File: src/rtl/cv_init_ctrl.sv
module cv_init_ctrl #(
  parameter int W = 5,
  parameter logic [W-1:0] ICV = 5'b10011,
  parameter int CNT_W = 16
) (
  input  logic             clk,
  input  logic             rst_n,
  input  logic             en,
  input  logic             req,
  output logic             accept,
  output logic [W-1:0]     state,
  output logic [CNT_W-1:0] init_count,
  output logic [CNT_W-1:0] cycle_count
);

  logic [W-1:0]     cs;
  logic             held;
  logic [CNT_W-1:0] n_init;
  logic [CNT_W-1:0] n_cyc;

  wire want = req | held;

  assign accept      = en & want & ~cs[0];
  assign state       = cs;
  assign init_count  = n_init;
  assign cycle_count = n_cyc;

  always_ff @(posedge clk) begin
    if (!rst_n) begin
      cs     <= '0;
      held   <= 1'b0;
      n_init <= '0;
      n_cyc  <= '0;
    end else begin
      cs   <= (cs >> 1) | (accept ? ICV : '0);
      held <= want & ~accept;
      if (accept) n_init <= n_init + 1'b1;
      if (en)     n_cyc  <= n_cyc + 1'b1;
    end
  end

endmodule

File: config.mk
export PLATFORM = sky130hd
export DESIGN_NAME = cv_init_ctrl
export DESIGN_NICKNAME = d
export VERILOG_FILES = /design/src/rtl/cv_init_ctrl.sv
export SDC_FILE = /design/constraint.sdc
export NUM_CORES = 1
export LEC_CHECK = 0
export BUFFER_PORTS_ARGS = -buffer_cell sky130_fd_sc_hd__buf_2
export CAP_MARGIN = 20
export CORE_MARGIN = 8
export CORE_UTILIZATION = 55
export DETAILED_ROUTE_END_ITERATION = 8
export GPL_TIMING_DRIVEN = 1
export PLACE_DENSITY_LB_ADDON = 0.08
export SLEW_MARGIN = 20
export SYNTH_ARGS = -nofsm -noshare
export SYNTH_HDL_FRONTEND = slang
export SYNTH_SLANG_ARGS = --single-unit
File: constraint.sdc
create_clock -name clk -period 5.62 [get_ports clk]
set_clock_uncertainty 0.15 [all_clocks]
set_input_delay 1.124 -clock clk [delete_from_list [all_inputs] [get_ports clk]]
set_output_delay 1.124 -clock clk [all_outputs]
set_load 0.005 [all_outputs]
==> impl_results.md <==
- Ys async rst share: 0
- Placement-stage cell area: about 1800 µm²
- CTS Root Cell: clkbuf_4
- Clk sinks: 38
- Nets: between 200 and 250
- Internal power: roughly 350 µW
- H-Tree Depth: 2
- Vias: 1433
- Flop pwr share: 0.623
- Seq/Total Area, Yosys: 0.469
- Reg-to-Reg Start: init_count[3]$_SDFFE_PN0P_
- Worst-path fanout max: 10
- DIE AREA: about 5000 µm²
- Critical path capture point type: primary output
- Cell class contributing the biggest share of worst-path delay: simple AND/OR/NAND/NOR gates
- Sw frac: 0.229
- Wirelength per Cell: approximately 13 µm
- PD cells: about 240 nW/µm²
- Hold slack final: around 0.33 ns
- Crit path from: req
- Crit-path max cell delay: slightly below 0.4 ns
- Fin. Hold Viols: 0
- Rows: 19
- Worst r2r dst: init_count[15]$_SDFFE_PN0P_
- Psw: slightly above 100 µW
- Boundary Pins: 42
- Cell taking the most area after synthesis: dfxtp_1
- Slew headroom: 0.355
- Initial DRC count: 127
- Antenna violations before repair: 0
- Cts bufs inserted: 5
- Area Growth Syn to Fin: 15.9%
- Worst R2R Path Depth: 4
- Clock Power Share: 0.320
- Maximum vdd drop: 0.000259 V
- Placeable Area: roughly 2800 µm²
- Slew Viols, Final: 0
- Worst slew pin tran: between 0.9 and 1 ns
- First-pass GRT wire length: 6230 µm
- Total grt overflow: 0
- Max Clock Freq: roughly 300 MHz
- Post-synth net total: about 190
- Final core area utilization: 0.676
- All-Layer GR Usage: 0.147
- TritonCTS clock tree: yes
- Ys Warns: 0
- First-pass detailed-route iteration total: 4
- FF-to-FF setup slack: approximately 3.6 ns
- Number of global-route vias before repair: approximately 1500
- Initial Util: 0.583
- Gpl congestion: around 0.75
- Final ANT Viol Nets: 0
- Synth top area share: 0.469
- Largest net degree at the start of global routing: 34
- Worst-path cell chain: buf_2 -> nor2_1 -> nor2_1 -> buf_2
- Dpl cells: between 200 and 300
- Leak Pwr: around 0.00077 µW
- Critical Path AT: ~2 ns
- Die width: 70.3 µm
- # hold bufs at CTS: 0
- Detail-routed via count per cell: roughly 5.5
- Port bufs: 41
- Clock latency on the worst-skew pair: between 0.3 and 0.4 ns
- Main synth FF type: dfxtp_1
- Top cells by area, synth: dfxtp_1 47%, xnor2_1 7.0%, nor2_1 6.0%
- Min cycle time layout: 3.28 ns
- Crit path launch type: input pin
- Synth unique cells: 29
- Hold crit path type: flip-flop to flip-flop
- Maximum clock path buffer count: 2
- Post-Synthesis Cells: about 190
- Comb pwr share: 0.057
- Status: finished clean
- Syn_area_per_cell: around 8.7 µm²
- # Post-CTS Setup Buffers: 0
- Clk slew on worst S/H paths: roughly 0.1 ns
- Cts repair resizes: 0
- DRC: 0
- Routed wire length: 3460 µm
- Syn Std Cell Area: 1620 µm²
- Crit path required time: 4.35 ns
- RSZ-0062 raised after global routing: no
- Final setup vio count: 0
- Final instance area: 1880 µm²
- Cell count along the critical path: 4
- Max Cap Viol: 0
- Most common cell after layout, fill and taps aside: buf_2
- Setup CP Type: input pin to primary output
- Slowest library cell on the worst path: nor2_1
- # diodes: 0
- Post-DP HPWL: about 2500 µm
- Synth Register Bits: 38
- Final setup TNS: 0 ns
- Chip height: between 70 and 80 µm
- End point of the critical path: accept
- Post-Layout Cell Count: ~260
- Most frequent cells in the layout: 41 x buf_2, 38 x dfxtp_1, 26 x nor2_1
- Layout cells sized above 1: 0.219
- Final period util: 0.583
- WP buf/inv: 2
- Post-synth EDFFs: 0
-- how the worst min path moves through the flow --
stage                                      from                     endpoint  slack (ns)  cells past startpoint
detailed placement          state[3]$_SDFF_PN0_          state[2]$_SDFF_PN0_        0.29                      1
CTS                         state[3]$_SDFF_PN0_          state[2]$_SDFF_PN0_        0.33                      1
finish                      state[3]$_SDFF_PN0_          state[2]$_SDFF_PN0_        0.33                      1
global route        init_count[15]$_SDFFE_PN0P_  init_count[15]$_SDFFE_PN0P_        0.37                      2
floorplan                   state[3]$_SDFF_PN0_          state[2]$_SDFF_PN0_        0.31                      1
global placement            state[3]$_SDFF_PN0_          state[2]$_SDFF_PN0_        0.29                      1
-- cell families (layout without fill, tap and decap cells) --
logic type	Yosys count	in the layout	share of synthesized area
DFF	38	38	0.469
adders and majority gates	2	2	0.0154
AOI/OAI and AO/OA	23	23	0.0771
buffers and inverters	13	54	0.0401
and+or+nand+nor	91	91	0.288
muxes	4	4	0.0247
xor gates and xnor gates	16	16	0.0864
-- layer usage --
metal  vias up  track usage  share of wire
met5         -            0              0
met4         0       0.0625          0.018
met3         6       0.0551          0.071
met2        41        0.232           0.44
met1       656        0.173           0.47
li1        730            -              -
-- power by group through the flow --
stage	clock network [µW]	logic [µW]	registers, µW
2_1_floorplan	0	18.4	285
3_3_place_gp	0	25.3	285
3_5_place_dp	0	25.7	285
4_1_cts	149	25.8	279
5_1_grt	159	29.2	280
6_report	144	25.5	279
-- worst reg2reg max path, delay by kind of cell, from the launching register on --
family	cells	cell delay (ns)
flops	1	0.46
simple gates	3	1.19
compound gates	1	0.14
-- registers in the layout, indices dropped and copies added, names as in the netlist --
signal,count
held,1
cycle_count,16
state,5
init_count,16
-- synthesized netlist by cell type, types with 5 or more instances --
master and n:
o21ai_0 8, nand2_1 15, inv_1 5, nor2_1 26, xnor2_1 13, nor3_1 7, or3_1 10, a21oi_1 11
nand4_1 7, dfxtp_1 38, nand3_1 8
-- final cells by class --
type	count	area, µm²
clock buffer	7	55.1
multi-input combinational	136	797
tap	31	38.8
inverter	5	18.8
sequential	38	761
timing repair buffer	41	205
fill	236	901
clock inverter	1	5.00
-- metrics by stage --
stage / worst slack [ns] / total power (µW)
2_1_floorplan: 2.67 / 303
3_3_place_gp: 2.38 / 310
3_5_place_dp: 2.34 / 311
4_1_cts: 2.33 / 454
5_1_grt: 2.25 / 469
6_report: 2.34 / 448
Power figures use the tool's default switching activity.
